--- src/rtl/lattice_iir_pkg.sv ---
package lattice_iir_pkg;
    localparam int DATA_W = 16;
    localparam int FRAC_W = DATA_W - 1;
    localparam int PROD_W = 2 * DATA_W;
    localparam int ACC_W  = 64;

    typedef logic signed [DATA_W-1:0] word_t;
    typedef logic signed [PROD_W-1:0] prod_t;
    typedef logic signed [ACC_W-1:0]  acc_t;

    typedef enum logic [1:0] {
        PH_IDLE = 2'd0,
        PH_RUN  = 2'd1,
        PH_HOLD = 2'd2
    } phase_t;

    // outputs of one reflection stage
    typedef struct packed {
        word_t fwd;
        word_t bwd;
    } node_t;

    function automatic acc_t widen(input word_t a);
        return acc_t'(a);
    endfunction

    // fractional product, low FRAC_W bits dropped (arithmetic shift)
    function automatic acc_t qmul(input word_t a, input word_t b);
        prod_t p;
        p = prod_t'(a) * prod_t'(b);
        return acc_t'(p) >>> FRAC_W;
    endfunction

    function automatic word_t clip(input acc_t x);
        acc_t hi;
        acc_t lo;
        hi = (acc_t'(1) <<< FRAC_W) - acc_t'(1);
        lo = -(acc_t'(1) <<< FRAC_W);
        if (x > hi)
            return hi[DATA_W-1:0];
        else if (x < lo)
            return lo[DATA_W-1:0];
        else
            return x[DATA_W-1:0];
    endfunction
endpackage

--- src/rtl/lat_stage_math.sv ---
module lat_stage_math
    import lattice_iir_pkg::*;
(
    input  word_t f_in,
    input  word_t g_old,
    input  word_t refl,
    output node_t res
);
    word_t f_new;

    always_comb begin
        f_new   = clip(widen(f_in) - qmul(g_old, refl));
        res.fwd = f_new;
        res.bwd = clip(qmul(f_new, refl) + widen(g_old));
    end
endmodule

--- src/rtl/lat_coef_bank.sv ---
module lat_coef_bank
    import lattice_iir_pkg::*;
#(
    parameter int MAX_STAGES = 4,
    parameter int IDXW       = $clog2(MAX_STAGES + 1)
) (
    input  logic            clk,
    input  logic            rst,
    input  logic            wr_en,
    input  logic            wr_ladder,
    input  logic [IDXW-1:0] wr_addr,
    input  word_t           wr_data,
    input  logic [IDXW-1:0] rd_idx,
    output word_t           refl_q,
    output word_t           ladder_q
);
    localparam int AW = (MAX_STAGES > 1) ? $clog2(MAX_STAGES) : 1;
    localparam logic [IDXW-1:0] MAX_IDX = IDXW'(MAX_STAGES);

    word_t refl_r [MAX_STAGES];
    word_t lad_r  [MAX_STAGES+1];
    logic [MAX_STAGES-1:0] refl_hit;
    logic [MAX_STAGES:0]   lad_hit;

    genvar gi;
    generate
        for (gi = 0; gi < MAX_STAGES; gi++) begin : g_refl_hit
            assign refl_hit[gi] = wr_en && !wr_ladder && (wr_addr == IDXW'(gi));
        end
        for (gi = 0; gi <= MAX_STAGES; gi++) begin : g_lad_hit
            assign lad_hit[gi] = wr_en && wr_ladder && (wr_addr == IDXW'(gi));
        end
    endgenerate

    always_ff @(posedge clk) begin
        for (int i = 0; i < MAX_STAGES; i++) begin
            if (rst)
                refl_r[i] <= '0;
            else if (refl_hit[i])
                refl_r[i] <= wr_data;
        end
        for (int i = 0; i <= MAX_STAGES; i++) begin
            if (rst)
                lad_r[i] <= '0;
            else if (lad_hit[i])
                lad_r[i] <= wr_data;
        end
    end

    assign refl_q   = (rd_idx < MAX_IDX)  ? refl_r[rd_idx[AW-1:0]] : '0;
    assign ladder_q = (rd_idx <= MAX_IDX) ? lad_r[rd_idx] : '0;
endmodule

--- src/rtl/lat_state_file.sv ---
module lat_state_file
    import lattice_iir_pkg::*;
#(
    parameter int MAX_STAGES = 4,
    parameter int IDXW       = $clog2(MAX_STAGES + 1)
) (
    input  logic            clk,
    input  logic            rst,
    input  logic            we,
    input  logic [IDXW-1:0] waddr,
    input  word_t           wdata,
    input  logic [IDXW-1:0] raddr,
    output word_t           rdata
);
    localparam int AW = (MAX_STAGES > 1) ? $clog2(MAX_STAGES) : 1;
    localparam logic [IDXW-1:0] MAX_IDX = IDXW'(MAX_STAGES);

    word_t mem [MAX_STAGES];
    logic [MAX_STAGES-1:0] hit;

    genvar gi;
    generate
        for (gi = 0; gi < MAX_STAGES; gi++) begin : g_hit
            assign hit[gi] = we && (waddr == IDXW'(gi));
        end
    endgenerate

    always_ff @(posedge clk) begin
        for (int i = 0; i < MAX_STAGES; i++) begin
            if (rst)
                mem[i] <= '0;
            else if (hit[i])
                mem[i] <= wdata;
        end
    end

    assign rdata = (raddr < MAX_IDX) ? mem[raddr[AW-1:0]] : '0;
endmodule

--- src/rtl/lattice_iir.sv ---
module lattice_iir
    import lattice_iir_pkg::*;
#(
    parameter int MAX_STAGES = 4,
    localparam int IDXW      = $clog2(MAX_STAGES + 1)
) (
    input  logic              clk,
    input  logic              rst,
    input  logic              in_valid,
    output logic              in_ready,
    input  logic [DATA_W-1:0] in_sample,
    input  logic [IDXW-1:0]   stage_cnt,
    output logic              out_valid,
    input  logic              out_ready,
    output logic [DATA_W-1:0] out_sample,
    input  logic              cw_en,
    input  logic              cw_ladder,
    input  logic [IDXW-1:0]   cw_addr,
    input  logic [DATA_W-1:0] cw_data,
    output logic              cw_err
);
    localparam logic [IDXW-1:0] MAX_IDX = IDXW'(MAX_STAGES);

    phase_t          ph;
    logic [IDXW-1:0] idx;
    logic [IDXW-1:0] nst;
    word_t           f_q;
    word_t           out_q;
    acc_t            acc_q;
    logic            err_q;

    word_t           refl_sel;
    word_t           lad_sel;
    word_t           st_rd;
    node_t           node;
    logic            run_stage;
    logic            run_final;
    logic            st_we;
    logic [IDXW-1:0] st_wa;
    word_t           st_wd;
    word_t           lad_op;
    prod_t           lad_prod;
    acc_t            acc_sum;
    logic            coef_we;

    assign in_ready   = (ph == PH_IDLE);
    assign out_valid  = (ph == PH_HOLD);
    assign out_sample = out_q;
    assign cw_err     = err_q;
    assign coef_we    = cw_en && (ph == PH_IDLE);

    assign run_stage = (ph == PH_RUN) && (idx != nst);
    assign run_final = (ph == PH_RUN) && (idx == nst);

    lat_coef_bank #(.MAX_STAGES(MAX_STAGES), .IDXW(IDXW)) u_coef (
        .clk      (clk),
        .rst      (rst),
        .wr_en    (coef_we),
        .wr_ladder(cw_ladder),
        .wr_addr  (cw_addr),
        .wr_data  (cw_data),
        .rd_idx   (idx),
        .refl_q   (refl_sel),
        .ladder_q (lad_sel)
    );

    lat_state_file #(.MAX_STAGES(MAX_STAGES), .IDXW(IDXW)) u_state (
        .clk  (clk),
        .rst  (rst),
        .we   (st_we),
        .waddr(st_wa),
        .wdata(st_wd),
        .raddr(idx),
        .rdata(st_rd)
    );

    lat_stage_math u_stage (
        .f_in (f_q),
        .g_old(st_rd),
        .refl (refl_sel),
        .res  (node)
    );

    // stage s writes slot s-1; the closing step writes slot N-1 (= idx-1)
    assign st_we = (run_stage && (idx != '0)) || (run_final && (nst != '0));
    assign st_wa = idx - IDXW'(1);
    assign st_wd = run_final ? f_q : node.bwd;

    assign lad_op   = run_final ? f_q : node.bwd;
    assign lad_prod = prod_t'(lad_op) * prod_t'(lad_sel);
    assign acc_sum  = acc_q + acc_t'(lad_prod);

    always_ff @(posedge clk) begin
        if (rst) begin
            ph    <= PH_IDLE;
            idx   <= '0;
            nst   <= '0;
            f_q   <= '0;
            acc_q <= '0;
            out_q <= '0;
            err_q <= 1'b0;
        end else begin
            if (cw_en && (ph != PH_IDLE))
                err_q <= 1'b1;
            unique case (ph)
                PH_IDLE: begin
                    if (in_valid) begin
                        f_q   <= in_sample;
                        acc_q <= '0;
                        idx   <= '0;
                        nst   <= (stage_cnt > MAX_IDX) ? MAX_IDX : stage_cnt;
                        ph    <= PH_RUN;
                    end
                end
                PH_RUN: begin
                    if (run_stage) begin
                        f_q   <= node.fwd;
                        acc_q <= acc_sum;
                        idx   <= idx + IDXW'(1);
                    end else begin
                        out_q <= clip(acc_sum >>> FRAC_W);
                        ph    <= PH_HOLD;
                    end
                end
                PH_HOLD: begin
                    if (out_ready)
                        ph <= PH_IDLE;
                end
                default: ph <= PH_IDLE;
            endcase
        end
    end
endmodule

--- config.mk ---
export PLATFORM = sky130hd
export DESIGN_NAME = lattice_iir
export DESIGN_NICKNAME = d
export VERILOG_FILES = /design/src/rtl/lattice_iir_pkg.sv /design/src/rtl/lat_stage_math.sv /design/src/rtl/lat_coef_bank.sv /design/src/rtl/lat_state_file.sv /design/src/rtl/lattice_iir.sv
export SDC_FILE = /design/constraint.sdc
export NUM_CORES = 2
export LEC_CHECK = 0
export BUFFER_PORTS_ARGS = -buffer_cell sky130_fd_sc_hd__buf_2
export CORE_ASPECT_RATIO = 0.9
export CORE_UTILIZATION = 60
export CTS_CLUSTER_SIZE = 12
export DETAILED_ROUTE_END_ITERATION = 12
export PLACE_DENSITY = 0.84
export SYNTH_ARGS = -nofsm -noshare
export SYNTH_HDL_FRONTEND = slang
export SYNTH_SLANG_ARGS = --single-unit
--- constraint.sdc ---
create_clock -name clk -period 24.8 [get_ports clk]
set_clock_uncertainty 0.15 [all_clocks]
set_input_delay 4.96 -clock clk [delete_from_list [all_inputs] [get_ports clk]]
set_output_delay 4.96 -clock clk [all_outputs]
set_load 0.05 [all_outputs]
==> summary.txt <==
=================================================================================
Number of fill cells ...............................................         5948
DRC violation count after routing ..................................            0
Area Overhead vs Synth .............................................        20.2%
Die width ..........................................................       310 µm
Distinct cells, synth ..............................................           89
Synth top cells by count ........................................... sky130_fd_sc_hd__inv_1, sky130_fd_sc_hd__fa_1, sky130_fd_sc_hd__nor2_1, sky130_fd_sc_hd__nand2_1, sky130_fd_sc_hd__ha_1
HPWL after DPL .....................................................    129000 µm
First-pass GRT wire length .........................................    252000 µm
Relative slew slack ................................................        20.3%
Num CTS Buffers ....................................................           36
Violations in the final reports .................................... negative setup slack
Setup repair after global routing missed its margin ................         true
Number of H-tree levels ............................................            2
Launching element type of the critical path ........................     register
Initial antenna violation count ....................................            5
Slew of the pin with the lowest slew margin ........................      1.19 ns
Most area-consuming cells after synthesis .......................... sky130_fd_sc_hd__fa_1, sky130_fd_sc_hd__edfxtp_1, sky130_fd_sc_hd__ha_1, sky130_fd_sc_hd__inv_1, sky130_fd_sc_hd__nor2_1
Uppermost layer routed .............................................         met5
Yosys warning count ................................................            0
Initial DRC count ..................................................         4347
Wl on met1 .........................................................     60000 µm
Maximum number of pins on one net before global-route repair .......           72
Required time of the worst setup path ..............................     25.15 ns
Std-Cell Rows ......................................................          101
Final Max Tran Viols ...............................................            0
Count of input and output buffers ..................................           62
Die outline area ...................................................   0.0864 mm²
Kind of path behind the tightest hold check ........................ register to register
Number of enable-type register cells in the synthesized netlist ....          208
Tot GR Track Use ...................................................        38.6%
Max Clk Rate .......................................................     39.5 MHz
Area share of the largest cell type after synthesis ................        37.2%
Run status ......................................................... finished, violations left
Area of the core ...................................................   0.0844 mm²
Mapped Area ........................................................   0.0512 mm²
Commonest register cell after synthesis ............................ sky130_fd_sc_hd__edfxtp_1
Count of max-cap constraint violations .............................            0
Gate Count Post-Synth ..............................................         5537
Amount of wire on met3 after detailed routing ......................     16900 µm
Wirelength per Cell ................................................      22.4 µm
Global-route congestion overflow total .............................            0
Proportion of layout cells with a drive suffix above 1 .............        21.0%
Setup_tns ..........................................................     -6.90 ns
Clock latency on the worst-skew pair ...............................      0.59 ns
Number of register bits inferred by synthesis ......................          316
GP Congestion ......................................................         1.02
Buffers from clock root to sink, at most ...........................            3
Number of hold violations in the final report ......................            0
Async set-reset flop share out of synthesis ........................           0%
Clock slew seen by the registers of the worst setup and hold paths .      0.07 ns
Cell taking the most area after synthesis .......................... sky130_fd_sc_hd__fa_1
DR vias ............................................................        43500
Post-synthesis average cell area ...................................     9.24 µm²
Clock period minus final worst setup slack .........................     25.29 ns
Final nets .........................................................         7597
Sequential cell area fraction in the yosys report ..................        16.4%
Vias in the first global route .....................................        45300
Post-route antenna net violation count .............................            0
Sum of routed wire length over all layers ..........................    166000 µm
Count of hold buffers inserted by post-cts repair ..................            0
Effective utilization at floorplan .................................        60.6%
CP Data Arrival Time ...............................................     25.64 ns
First-pass DRT Iterations ..........................................            6
Net Count, Synth ...................................................         6894
Clock Tree Root .................................................... sky130_fd_sc_hd__clkbuf_16
Worst setup path category .......................................... register to register
Vias/cell ..........................................................         5.87
Critical Path Slowest Stage Cell ................................... sky130_fd_sc_hd__nor3_1
Tcrit/Tclk final ...................................................         102%
Clk sinks ..........................................................          316
Met2 wire length ...................................................     77900 µm
Leading cell type by number of instances after synthesis ........... sky130_fd_sc_hd__inv_1
Most frequent CP cell .............................................. sky130_fd_sc_hd__fa_1
Clock tree from TritonCTS ..........................................         done
Endpoint type of the worst setup path ..............................     register
Die Y ..............................................................       279 µm
Endpoints failing setup ............................................           16
I/O pin cnt ........................................................           63
Max FO, Critical Path ..............................................           10
Post-route setup slack .............................................    -0.489 ns
Largest stage delay on the critical path ...........................      0.74 ns
=================================================================================
metrics by stage:
stage                     instance area, µm²  std cells  utilization, %  setup WS [ns]  hold slack, ns
after detailed placement               57900       7245            68.5         -0.937           0.317
after floorplan                        51300       5537               -         0.0127           0.286
final                                  61500       7402            72.9         -0.489           0.325
after global routing                   61500       7400            72.9          -1.09           0.339
after global placement                 57900       7245            68.5         -0.496           0.307
after CTS                              59800       7333            70.8        0.00352           0.326
cell usage in the layout, fill, tap and decap left out, drive strengths merged, types with 19 or more instances in the layout:
| master | n |
|---|---|
| inv | 1163 |
| fa | 951 |
| buf | 873 |
| nor2 | 654 |
| nand2 | 548 |
| ha | 362 |
| edfxtp | 208 |
| a21oi | 206 |
| and2 | 180 |
| dfxtp | 108 |
| o21ai | 108 |
| xnor2 | 87 |
| a21o | 73 |
| nand3 | 63 |
| a211oi | 58 |
| clkbuf | 52 |
| and3 | 46 |
| xor2 | 46 |
| nor3 | 42 |
| mux4 | 35 |
| o21a | 34 |
| nand2b | 33 |
| mux2i | 32 |
| or2 | 29 |
| nor2b | 26 |
| nand4 | 22 |
| a31oi | 21 |
| mux2 | 19 |
kinds of logic after synthesis:
kind of cell | after synthesis | synth area share, %
adders and majority gates | 1313 | 46.1
DFF | 316 | 16.4
muxes | 86 | 2.59
and+or+nand+nor | 1699 | 14.8
buffers and inverters | 1381 | 10.2
AOI/OAI and AO/OA | 609 | 7.69
xor gates and xnor gates | 133 | 2.28
worst max-delay path: cells and delay by family, from the launching register on:
kind                       cells  cell delay (ns)
muxes                          1             0.32
adders and majority gates     23            10.65
xor gates and xnor gates       3             0.34
DFF                            1             0.37
buffers and inverters         32             3.91
and+or+nand+nor               21             3.50
AOI/OAI and AO/OA             28             5.98
worst paths after layout:
path,from,endpoint,slack (ns),cells past startpoint
setup / recovery,register,out_sample[2],-0.49,108
hold / removal,acc_q[33],acc_q[33],0.33,2
setup reg to reg,register,out_sample[2],-0.49,108
hold reg to reg,acc_q[33],acc_q[33],0.33,2
layer usage:
metal / global-route usage, % / up-vias
li1: - / 18600
met1: 49.2 / 21600
met2: 62.7 / 2594
met3: 7.44 / 683
met4: 19.8 / 6
met5: 0 / -
layout make-up:
| class | instances | area, µm² | share of cell area (%) |
|---|---|---|---|
| diodes | 2 | 5.00 | 0.00814 |
| well taps | 1133 | 1420 | 2.30 |
| repair buffers | 875 | 6880 | 11.2 |
| multi-input cells | 3842 | 39200 | 63.7 |
| clock inverters | 14 | 244 | 0.397 |
| flip-flops and latches | 316 | 8420 | 13.7 |
| inverters | 1169 | 4400 | 7.16 |
| clock buffers | 51 | 977 | 1.59 |
what timing repair did:
| item | in CTS | in global routing |
|---|---|---|
| cloned | 4 | 2 |
| pin swaps | 56 | 175 |
| setup endpoints to repair | 26 | 51 |
| setup buffers | 19 | 65 |
| resized for setup | 130 | 251 |
state kept, by name, indices dropped and copies added, names as in the netlist, 3 cells and up, named ones only:
signal / cells
u_coef.lad_r: 80
acc_q: 64
out_sample: 16
f_q: 16
u_state.mem: 64
idx: 3
nst: 3
u_coef.refl_r: 64
Power is left out: the tool's default activity adds up to more than one toggle a clock period on the data nets, which glitch-free logic cannot reach.
